===== config.mk =====
export PLATFORM = sky130hd
export DESIGN_NAME = core_test_wrapper
export DESIGN_NICKNAME = d
export VERILOG_FILES = /design/src/rtl/cw_pkg.sv /design/src/rtl/cw_instr_reg.sv /design/src/rtl/cw_bypass.sv /design/src/rtl/cw_boundary.sv /design/src/rtl/core_test_wrapper.sv
export SDC_FILE = /design/constraint.sdc
export NUM_CORES = 1
export LEC_CHECK = 0
export BUFFER_PORTS_ARGS = -buffer_cell sky130_fd_sc_hd__buf_2
export CAP_MARGIN = 20
export CORE_UTILIZATION = 50
export CTS_CLUSTER_DIAMETER = 80
export DETAILED_ROUTE_END_ITERATION = 16
export PLACE_DENSITY = 0.74
export SLEW_MARGIN = 0
export SYNTH_ARGS = -nofsm -noshare
export SYNTH_HDL_FRONTEND = slang
export SYNTH_SLANG_ARGS = --single-unit

===== constraint.sdc =====
create_clock -name clk -period 4.4 [get_ports clk]
set_input_delay 0.88 -clock clk [delete_from_list [all_inputs] [get_ports clk]]
set_output_delay 0.88 -clock clk [all_outputs]
set_load 0.005 [all_outputs]

===== src/rtl/cw_pkg.sv =====
package cw_pkg;

    localparam int IR_W = 3;

    typedef enum logic [1:0] {
        MODE_NORMAL       = 2'd0,
        MODE_CORE         = 2'd1,
        MODE_INTERCONNECT = 2'd2,
        MODE_BYPASS       = 2'd3
    } cw_mode_e;

    localparam logic [IR_W-1:0] OP_NORMAL       = 3'b000;
    localparam logic [IR_W-1:0] OP_CORE         = 3'b001;
    localparam logic [IR_W-1:0] OP_INTERCONNECT = 3'b010;
    localparam logic [IR_W-1:0] OP_BYPASS       = 3'b111;

    function automatic cw_mode_e decode_op(input logic [IR_W-1:0] op);
        cw_mode_e m;
        case (op)
            OP_NORMAL:       m = MODE_NORMAL;
            OP_CORE:         m = MODE_CORE;
            OP_INTERCONNECT: m = MODE_INTERCONNECT;
            default:         m = MODE_BYPASS;
        endcase
        return m;
    endfunction

    function automatic logic is_test_mode(input cw_mode_e m);
        return (m == MODE_CORE) || (m == MODE_INTERCONNECT);
    endfunction

endpackage


===== src/rtl/cw_instr_reg.sv =====
module cw_instr_reg
    import cw_pkg::*;
(
    input  logic            clk,
    input  logic            rst_n,
    input  logic            ser_in,
    input  logic            sel,
    input  logic            shift_en,
    input  logic            capture_en,
    input  logic            update_en,
    output logic            ir_so,
    output logic [IR_W-1:0] ir_shift,
    output cw_mode_e        mode
);

    typedef struct packed {
        logic [IR_W-1:0] sh;
        logic [IR_W-1:0] act;
    } ir_state_t;

    ir_state_t state_d, state_q;

    always_comb begin
        state_d = state_q;
        if (sel) begin
            if (capture_en) begin
                state_d.sh = state_q.act;
            end else if (shift_en) begin
                state_d.sh = {ser_in, state_q.sh[IR_W-1:1]};
            end else if (update_en) begin
                state_d.act = state_q.sh;
            end
        end
    end

    always_ff @(posedge clk or negedge rst_n) begin
        if (!rst_n) begin
            state_q <= '{sh: '0, act: OP_NORMAL};
        end else begin
            state_q <= state_d;
        end
    end

    assign ir_so    = state_q.sh[0];
    assign ir_shift = state_q.sh;
    assign mode     = decode_op(state_q.act);

endmodule


===== src/rtl/cw_bypass.sv =====
module cw_bypass (
    input  logic clk,
    input  logic rst_n,
    input  logic ser_in,
    input  logic sel,
    input  logic shift_en,
    input  logic capture_en,
    output logic byp_so
);

    typedef struct packed {
        logic bit_v;
    } byp_state_t;

    byp_state_t state_d, state_q;

    always_comb begin
        state_d = state_q;
        if (sel) begin
            if (capture_en) begin
                state_d.bit_v = 1'b0;
            end else if (shift_en) begin
                state_d.bit_v = ser_in;
            end
        end
    end

    always_ff @(posedge clk or negedge rst_n) begin
        if (!rst_n) begin
            state_q <= '0;
        end else begin
            state_q <= state_d;
        end
    end

    assign byp_so = state_q.bit_v;

endmodule


===== src/rtl/cw_boundary.sv =====
module cw_boundary
    import cw_pkg::*;
#(
    parameter int N_IN  = 4,
    parameter int N_OUT = 3
) (
    input  logic             clk,
    input  logic             rst_n,
    input  logic             ser_in,
    input  logic             sel,
    input  logic             shift_en,
    input  logic             capture_en,
    input  logic             update_en,
    input  cw_mode_e         mode,
    input  logic [N_IN-1:0]  sys_in,
    input  logic [N_OUT-1:0] core_out,
    output logic             br_so,
    output logic [N_IN-1:0]  in_upd,
    output logic [N_OUT-1:0] out_upd
);

    localparam int BR_LEN = N_IN + N_OUT;

    typedef struct packed {
        logic [BR_LEN-1:0] sh;
        logic [BR_LEN-1:0] upd;
    } br_state_t;

    br_state_t         state_d, state_q;
    logic [BR_LEN-1:0] cap_val;

    for (genvar i = 0; i < N_IN; i++) begin : g_in_cell
        assign cap_val[i] = (mode == MODE_INTERCONNECT) ? sys_in[i] : state_q.upd[i];
    end

    for (genvar j = 0; j < N_OUT; j++) begin : g_out_cell
        assign cap_val[N_IN+j] = (mode == MODE_CORE) ? core_out[j] : state_q.upd[N_IN+j];
    end

    always_comb begin
        state_d = state_q;
        if (sel) begin
            if (capture_en) begin
                state_d.sh = cap_val;
            end else if (shift_en) begin
                state_d.sh = {ser_in, state_q.sh[BR_LEN-1:1]};
            end else if (update_en) begin
                state_d.upd = state_q.sh;
            end
        end
    end

    always_ff @(posedge clk or negedge rst_n) begin
        if (!rst_n) begin
            state_q <= '0;
        end else begin
            state_q <= state_d;
        end
    end

    assign br_so   = state_q.sh[0];
    assign in_upd  = state_q.upd[N_IN-1:0];
    assign out_upd = state_q.upd[BR_LEN-1:N_IN];

endmodule


===== src/rtl/core_test_wrapper.sv =====
module core_test_wrapper
    import cw_pkg::*;
#(
    parameter int N_IN  = 4,
    parameter int N_OUT = 3
) (
    input  logic             clk,
    input  logic             rst_n,
    input  logic             ser_in,
    output logic             ser_out,
    input  logic             shift_en,
    input  logic             capture_en,
    input  logic             update_en,
    input  logic             sel_instr,
    input  logic [N_IN-1:0]  sys_in,
    output logic [N_IN-1:0]  core_in,
    input  logic [N_OUT-1:0] core_out,
    output logic [N_OUT-1:0] sys_out
);

    cw_mode_e         cur_mode;
    logic [IR_W-1:0]  ir_shadow;
    logic             ir_so, br_so, byp_so;
    logic             test_drive;
    logic             br_sel, byp_sel;
    logic [N_IN-1:0]  in_upd;
    logic [N_OUT-1:0] out_upd;

    assign test_drive = is_test_mode(cur_mode);
    assign br_sel     = !sel_instr && test_drive;
    assign byp_sel    = !sel_instr && !test_drive;

    cw_instr_reg u_ir (
        .clk        (clk),
        .rst_n      (rst_n),
        .ser_in     (ser_in),
        .sel        (sel_instr),
        .shift_en   (shift_en),
        .capture_en (capture_en),
        .update_en  (update_en),
        .ir_so      (ir_so),
        .ir_shift   (ir_shadow),
        .mode       (cur_mode)
    );

    cw_bypass u_byp (
        .clk        (clk),
        .rst_n      (rst_n),
        .ser_in     (ser_in),
        .sel        (byp_sel),
        .shift_en   (shift_en),
        .capture_en (capture_en),
        .byp_so     (byp_so)
    );

    cw_boundary #(
        .N_IN  (N_IN),
        .N_OUT (N_OUT)
    ) u_br (
        .clk        (clk),
        .rst_n      (rst_n),
        .ser_in     (ser_in),
        .sel        (br_sel),
        .shift_en   (shift_en),
        .capture_en (capture_en),
        .update_en  (update_en),
        .mode       (cur_mode),
        .sys_in     (sys_in),
        .core_out   (core_out),
        .br_so      (br_so),
        .in_upd     (in_upd),
        .out_upd    (out_upd)
    );

    for (genvar i = 0; i < N_IN; i++) begin : g_core_in
        assign core_in[i] = test_drive ? in_upd[i] : sys_in[i];
    end

    for (genvar j = 0; j < N_OUT; j++) begin : g_sys_out
        assign sys_out[j] = test_drive ? out_upd[j] : core_out[j];
    end

    always_comb begin
        if (sel_instr) begin
            ser_out = ir_so;
        end else if (test_drive) begin
            ser_out = br_so;
        end else begin
            ser_out = byp_so;
        end
    end

endmodule


==> flow_metrics.env, run 1 <==
export IMPL_outcome="finished clean"
export IMPL_vias_per_cell=5.37
export IMPL_grt_pass1_vias=825
export IMPL_synth_top_area_cell="dfrtp_1"
export IMPL_port_buffers=21
export IMPL_ys_warn_count=0
export IMPL_wire_per_inst_um=14.8
export IMPL_hold_path_class="input port to async pin"
export IMPL_fin_worst_skew_ps=1.63
export IMPL_cts_sink_count=21
export IMPL_crit_buf_inv=1
export IMPL_hold_buffers=0
export IMPL_startpoint="u_ir.state_q[1]"
export IMPL_ir_worst_vdd_uv=323
export IMPL_pre_cts_slack_ps=1450
export IMPL_ant_nets=0
export IMPL_grt_max_degree=22
export IMPL_clk_latency_ps=300
export IMPL_rrSetupSlack_ps=2110
export IMPL_period_minus_slack_ps=3270
export IMPL_cts_setup_buffers=0
export IMPL_dr_pass1_iters=4
export IMPL_h_tree_depth=1
export IMPL_drt_iter0_markers=11
export IMPL_rsz0062_at_grt="no"
export IMPL_cp_max_fo=10
export IMPL_drcViolationCount=0
export IMPL_row_count=17
export IMPL_r2r_start="u_ir.state_q[1]"
export IMPL_synthFlopType="dfrtp_1"
export IMPL_setup_tns_ps=0
export IMPL_fin_nets=141
export IMPL_fin_total_pwr_w=0.000742
export IMPL_max_stage_delay_ps=640
export IMPL_postCtsResizedCells=0
export IMPL_leakagePower_nw=0.650
export IMPL_synth_top_area_share_pct=42.1
export IMPL_relSlewSlack_pct=65.1
export IMPL_synthCells=105
export IMPL_die_h_um=52.0
export IMPL_yosys_top_cells_area="dfrtp_1 (42%), mux2_2 (13%), mux2_4 (8.4%)"
export IMPL_pin_count=22
export IMPL_synthArstFlopShare_pct=100
export IMPL_start_util_pct=54.8
export IMPL_cts_tree="built"
export IMPL_synth_edf_count=0
export IMPL_gp_congestion=0.750
export IMPL_tightest_slew_ps=523
export IMPL_core_area_um2=2280
export IMPL_syn_nets=121
export IMPL_track_usage_pct=19.1
export IMPL_diodes=0
export IMPL_path_clk_slew_ps=110
export IMPL_ys_top_cells_by_count="dfrtp_1 (21), mux2_2 (14), a21oi_1 (10), mux2i_1 (8), nor2_1 (8)"
export IMPL_grt_pass1_wl_um=3720
export IMPL_setup_slack_ps=1130
export IMPL_vias=816
export IMPL_final_layout_size_suffix_gt1_share_pct=41.1
export IMPL_fp_dieW_um=52.0
export IMPL_dp_hpwl_um=1630
export IMPL_synth_most_common_cell="dfrtp_1"
export IMPL_power_density_nw_per_um2=545
export IMPL_critPathSlowestCell="ha_1"
export IMPL_clock_path_buffers=2
export IMPL_cts_root_buf="clkbuf_4"
export IMPL_fmax_mhz=306
export IMPL_ys_seq_area_share_pct=42.1
export IMPL_syn_avg_cell_area_um2=11.9
export IMPL_overflow=0
export IMPL_ys_ff_latch=21
export IMPL_numCtsBuffers=3
export IMPL_path_delay_family="adder cells"
export IMPL_required_ps=3520
export IMPL_die_area_um2=2700
export IMPL_period_share_pct=74.3
export IMPL_crit_path_end_kind="output pin"
export IMPL_cp_arrival_ps=2390
export IMPL_drv_slew=0
export IMPL_synthDistinctLibCells=25
export IMPL_area_growth_pct=9.23
export IMPL_critPathKind="flop to output pin"
export IMPL_max_cap_violations=0
export IMPL_hold_violations=0
export IMPL_finalSetupViolCount=0
export IMPL_wl_um=2240
export IMPL_antenna_found_initial=0
export IMPL_startpoint_type="flop"
export IMPL_path_cells="or3b_2 -> ha_1 -> mux2_2 -> buf_2"
export IMPL_synth_cell_area_um2=1250
## path summary, 6_finish.rpt
path                                   end  depth (start not counted)
max reg2reg                 u_br.in_upd[0]                          5
max                             sys_out[2]                          4
min reg2reg                 u_br.in_upd[1]                          1
max in group asynchronous   u_br.in_upd[0]                          1
min                        u_br.out_upd[2]                          1
min in group clk            u_br.in_upd[1]                          1
## where the power goes
part / switching [W] / internal [W] / leakage [nW]
Clock: 0.0000569 / 0.0000353 / 0.0150
Combinational: 0.000133 / 0.000187 / 0.373
Sequential: 0.0000625 / 0.000268 / 0.262
## routing by layer
metal  GRT usage, %  vias up  wire length, um
met5              0        -                0
met3           2.63        2               56
li1               -      414                -
met2           31.0        9             1110
met1           24.8      391             1060
met4           9.01        0               17
## state kept, by name, summed over array words and instances (netlist names)
register and flops:
u_br.out_upd 3, u_br.state_q 6, u_ir.ir_shift 3, u_br.br_so 1, u_br.in_upd 4, u_ir.state_q 3
u_byp.byp_so 1
## per-stage QoR
step | util (%) | hold WS, ps | cells | instance area [um2]
2_1_floorplan | - | 496 | 105 | 1250
3_3_place_gp | 58.7 | 511 | 148 | 1340
3_5_place_dp | 58.7 | 523 | 148 | 1340
4_1_cts | 59.9 | 524 | 152 | 1360
5_1_grt | 59.9 | 540 | 152 | 1360
6_report | 59.9 | 517 | 152 | 1360
## layout make-up
class,instances,area (um2)
clock buffers,4,26.3
repair buffers,21,105
inverters,4,15.0
multi-input cells,74,656
fillers,189,913
flip-flops and latches,21,526
well taps,28,35.0
## cells by family (layout without fill, tap and decap cells)
kind of cell	count (synthesis)	in the layout	share of synthesized area, %
fa+ha+maj	2	2	2.01
buf+inv	10	29	5.31
mux	32	32	30.2
simple gates	20	20	10.7
compound gates	20	20	9.63
flops	21	21	42.1
## cells in the final DEF, fill, tap and decap left out
| cell | netlist | final |
|---|---|---|
| nand2_1 | 4 | 4 |
| nor2_4 | 1 | 1 |
| clkbuf_4 | 0 | 3 |
| mux2_1 | 3 | 3 |
| or3b_2 | 1 | 1 |
| dfrtp_1 | 21 | 21 |
| inv_1 | 4 | 4 |
| mux2_4 | 7 | 7 |
| nor2_8 | 1 | 1 |
| buf_2 | 1 | 21 |
| o22ai_1 | 6 | 6 |
| mux2i_1 | 8 | 8 |
| ha_1 | 2 | 2 |
| clkbuf_1 | 0 | 1 |
| and3_4 | 1 | 1 |
| nand3_4 | 1 | 1 |
| mux2_2 | 14 | 14 |
| a21oi_1 | 10 | 10 |
| o21ai_0 | 2 | 2 |
| nor2b_1 | 2 | 2 |
| a31oi_1 | 1 | 1 |
| nand3b_1 | 1 | 1 |
| o21ai_4 | 1 | 1 |
| nor2_1 | 8 | 8 |
No activity file was read; power rests on OpenSTA's default activity.
==> run 2: changes to the inputs <==
--- a/config.mk
+++ b/config.mk
@@ -5,12 +5,13 @@
 export SDC_FILE = /design/constraint.sdc
 export NUM_CORES = 1
 export LEC_CHECK = 0
+export ABC_AREA = 1
 export BUFFER_PORTS_ARGS = -buffer_cell sky130_fd_sc_hd__buf_2
 export CAP_MARGIN = 20
-export CORE_UTILIZATION = 50
+export CORE_UTILIZATION = 49
 export CTS_CLUSTER_DIAMETER = 80
 export DETAILED_ROUTE_END_ITERATION = 16
-export PLACE_DENSITY = 0.74
+export PLACE_DENSITY = 0.75
 export SLEW_MARGIN = 0
 export SYNTH_ARGS = -nofsm -noshare
 export SYNTH_HDL_FRONTEND = slang
==> constraint.sdc (replaced) <==
create_clock -name clk -period 3 [get_ports clk]
set_input_delay 0.6 -clock clk [delete_from_list [all_inputs] [get_ports clk]]
set_output_delay 0.6 -clock clk [all_outputs]
set_load 0.005 [all_outputs]
==> run 2 against run 1 <==
Worst setup slack got worse by 740 ps. Synthesized cell count rose by 66%. Sequential power grew 37%. Sequential cell count unchanged. Via count up 37%. Total power up 37%. Final area up 1.4%. Sequential share of layout area decreased by 0.52 points. Routed wire length up 10%. Non-clock buffer count is the same. Critical endpoint is now ser_out. Highest routed layer unchanged.
==> flow_metrics.env, run 2 <==
export IMPL_port_buffers=21
export IMPL_final_cell_mix="nand2_1 (42), inv_1 (35), nor2_1 (21), buf_2 (21), dfrtp_1 (21)"
export IMPL_wire_per_inst_um=11.1
export IMPL_final_common_cell="nand2_1"
export IMPL_synthSimpleGateAreaFrac_pct=27.4
export IMPL_r2r_start="u_ir.state_q[0]"
export IMPL_rsz0062_at_grt="no"
export IMPL_setup_tns_ps=0
export IMPL_synth_top_family_by_area="simple AND/OR/NAND/NOR gates"
export IMPL_finalNonFillerCells=222
export IMPL_final_area_um2=1380
export IMPL_pre_cts_slack_ps=731
export IMPL_period_minus_slack_ps=2610
export IMPL_syn_nets=190
export IMPL_clkPwrFrac_pct=13.7
export IMPL_cts_sink_count=21
export IMPL_hold_path_class="input port to async pin"
export IMPL_p_switching_w=0.000412
export IMPL_grt_pass1_vias=1123
export IMPL_numCtsBuffers=3
export IMPL_reg2reg_depth=6
export IMPL_final_layout_size_suffix_gt1_share_pct=18.6
export IMPL_track_usage_pct=22.5
export IMPL_period_share_pct=87.0
export IMPL_grt_util_met3_pct=4.06
export IMPL_drt_iter0_markers=28
export IMPL_required_ps=2400
export IMPL_diodes=0
export IMPL_intPower_w=0.000606
export IMPL_synth_compound_area_share_pct=15.1
export IMPL_synth_cell_area_um2=1250
export IMPL_dp_hpwl_um=1850
export IMPL_path_clk_slew_ps=120
export IMPL_h_tree_depth=1
export IMPL_crit_path_end_kind="output pin"
export IMPL_rrSetupSlack_ps=1050
export IMPL_critPathKind="flop to output pin"
export IMPL_die_area_um2=2760
export IMPL_synthCells=174
export IMPL_fmax_mhz=383
export IMPL_yosys_top_cells_area="dfrtp_1 (42%), nand2_1 (13%), inv_1 (11%)"
export IMPL_antenna_found_initial=0
export IMPL_grt_busiest_layer="met2"
export IMPL_synth_most_common_cell="nand2_1"
export IMPL_gp_congestion=0.761
export IMPL_fin_total_pwr_w=0.00102
export IMPL_rr_endpoint="u_br.state_q[11]"
export IMPL_wl_um=2480
export IMPL_outcome="finished clean"
export IMPL_max_cap_violations=0
export IMPL_tightest_slew_ps=534
export IMPL_ys_top_cells_by_count="nand2_1 (42), inv_1 (35), dfrtp_1 (21), nor2_1 (21), o21ai_0 (17)"
export IMPL_dp_cells=218
export IMPL_clock_path_buffers=2
export IMPL_synth_adder_area_share_pct=2.00
export IMPL_grt_max_degree=22
export IMPL_ys_seq_area_share_pct=42.0
export IMPL_clk_latency_ps=310
export IMPL_synthFlopType="dfrtp_1"
export IMPL_drcViolationCount=0
export IMPL_ir_worst_vdd_uv=487
export IMPL_hold_buffers=0
export IMPL_synth_top_area_cell="dfrtp_1"
export IMPL_grtUsageMet1_pct=26.1
export IMPL_top_register="u_br.state_q"
export IMPL_dr_pass1_iters=4
export IMPL_synthDistinctLibCells=16
export IMPL_row_count=17
export IMPL_synth_top_area_share_pct=42.0
export IMPL_leakagePower_nw=0.759
export IMPL_ys_ff_latch=21
export IMPL_start_util_pct=54.0
export IMPL_pwr_share_comb_pct=41.8
export IMPL_area_growth_pct=10.4
export IMPL_fin_nets=211
export IMPL_cp_arrival_ps=2010
export IMPL_cp_max_fo=18
export IMPL_core_area_um2=2320
export IMPL_fin_worst_skew_ps=1.40
export IMPL_postCtsResizedCells=0
export IMPL_synthMuxAreaShare_pct=0
export IMPL_ant_nets=0
export IMPL_pin_count=22
export IMPL_syn_avg_cell_area_um2=7.19
export IMPL_die_h_um=52.5
export IMPL_ys_warn_count=0
export IMPL_synth_edf_count=0
export IMPL_grt_pass1_wl_um=4590
export IMPL_p_sw_share_pct=40.5
export IMPL_overflow=0
export IMPL_post_dp_cell_area_um2=1350
export IMPL_largest_reg_flops=6
export IMPL_synth_xor_area_share_pct=0
export IMPL_seqPwrFrac_pct=44.5
export IMPL_hold_violations=0
export IMPL_cts_tree="built"
export IMPL_startpoint_type="flop"
export IMPL_use_met2_pct=39.7
export IMPL_synthArstFlopShare_pct=100
export IMPL_setup_slack_ps=391
export IMPL_fp_dieW_um=52.5
export IMPL_vias=1115
export IMPL_power_density_nw_per_um2=737
export IMPL_final_fill_count=223
export IMPL_cts_root_buf="clkbuf_4"
export IMPL_vias_per_cell=5.02
export IMPL_drv_slew=0
export IMPL_finalSetupViolCount=0
export IMPL_cts_setup_buffers=0
export IMPL_relSlewSlack_pct=64.4
## run 2: cell families (layout without fill, tap and decap cells)
group | after synthesis | in the layout
AO/OA/AOI/OAI | 32 | 32
adder cells (fa/ha/maj) | 2 | 2
buffers and inverters | 40 | 60
flip-flops | 21 | 21
AND/OR/NAND/NOR | 79 | 79
## run 2: how the worst max path moves through the flow
stage            endpoint  cells past startpoint       startpoint
2_1_floorplan  sys_out[0]                      5  u_ir.state_q[0]
3_3_place_gp      ser_out                      6  u_ir.state_q[0]
3_5_place_dp      ser_out                      6  u_ir.state_q[0]
4_1_cts           ser_out                      6  u_ir.state_q[0]
5_1_grt           ser_out                      6  u_ir.state_q[0]
6_report          ser_out                      6  u_ir.state_q[0]
## run 2: routing by layer
metal | vias to the layer above | wire (um)
li1 | 570 | -
met1 | 519 | 1130
met2 | 21 | 1230
met3 | 5 | 77
met4 | 0 | 38
met5 | - | 0
## run 2: metrics by stage
stage | hold slack [ps] | utilization [%]
final | 223 | 59.6
after global routing | 254 | 59.6
after CTS | 232 | 59.6
after detailed placement | 469 | 58.4
after global placement | 466 | 58.4
after floorplan | 304 | -
## run 2: cell type report
cell class | instances | area (um2) | share of cell area [%]
sequential | 21 | 526 | 38.0
clock buffer | 3 | 22.5 | 1.63
multi-input combinational | 113 | 557 | 40.3
timing repair buffer | 21 | 105 | 7.61
tap | 28 | 35.0 | 2.54
clock inverter | 1 | 5.00 | 0.362
inverter | 35 | 131 | 9.51
## run 2: power by group through the flow
stage | Sequential (W) | Combinational [W] | Clock, W
after global placement | 0.000453 | 0.000410 | 0
after CTS | 0.000452 | 0.000430 | 0.000143
after detailed placement | 0.000458 | 0.000428 | 0
final | 0.000453 | 0.000426 | 0.000139
after global routing | 0.000470 | 0.000508 | 0.000151
after floorplan | 0.000443 | 0.000329 | 0
## run 2: worst max-delay path: stages (launching register included)
cell and delay, ps:
dfrtp_1 430, nor3_1 260, ha_1 480, nor2_4 230
nand2_1 80, o211ai_1 80, buf_2 140
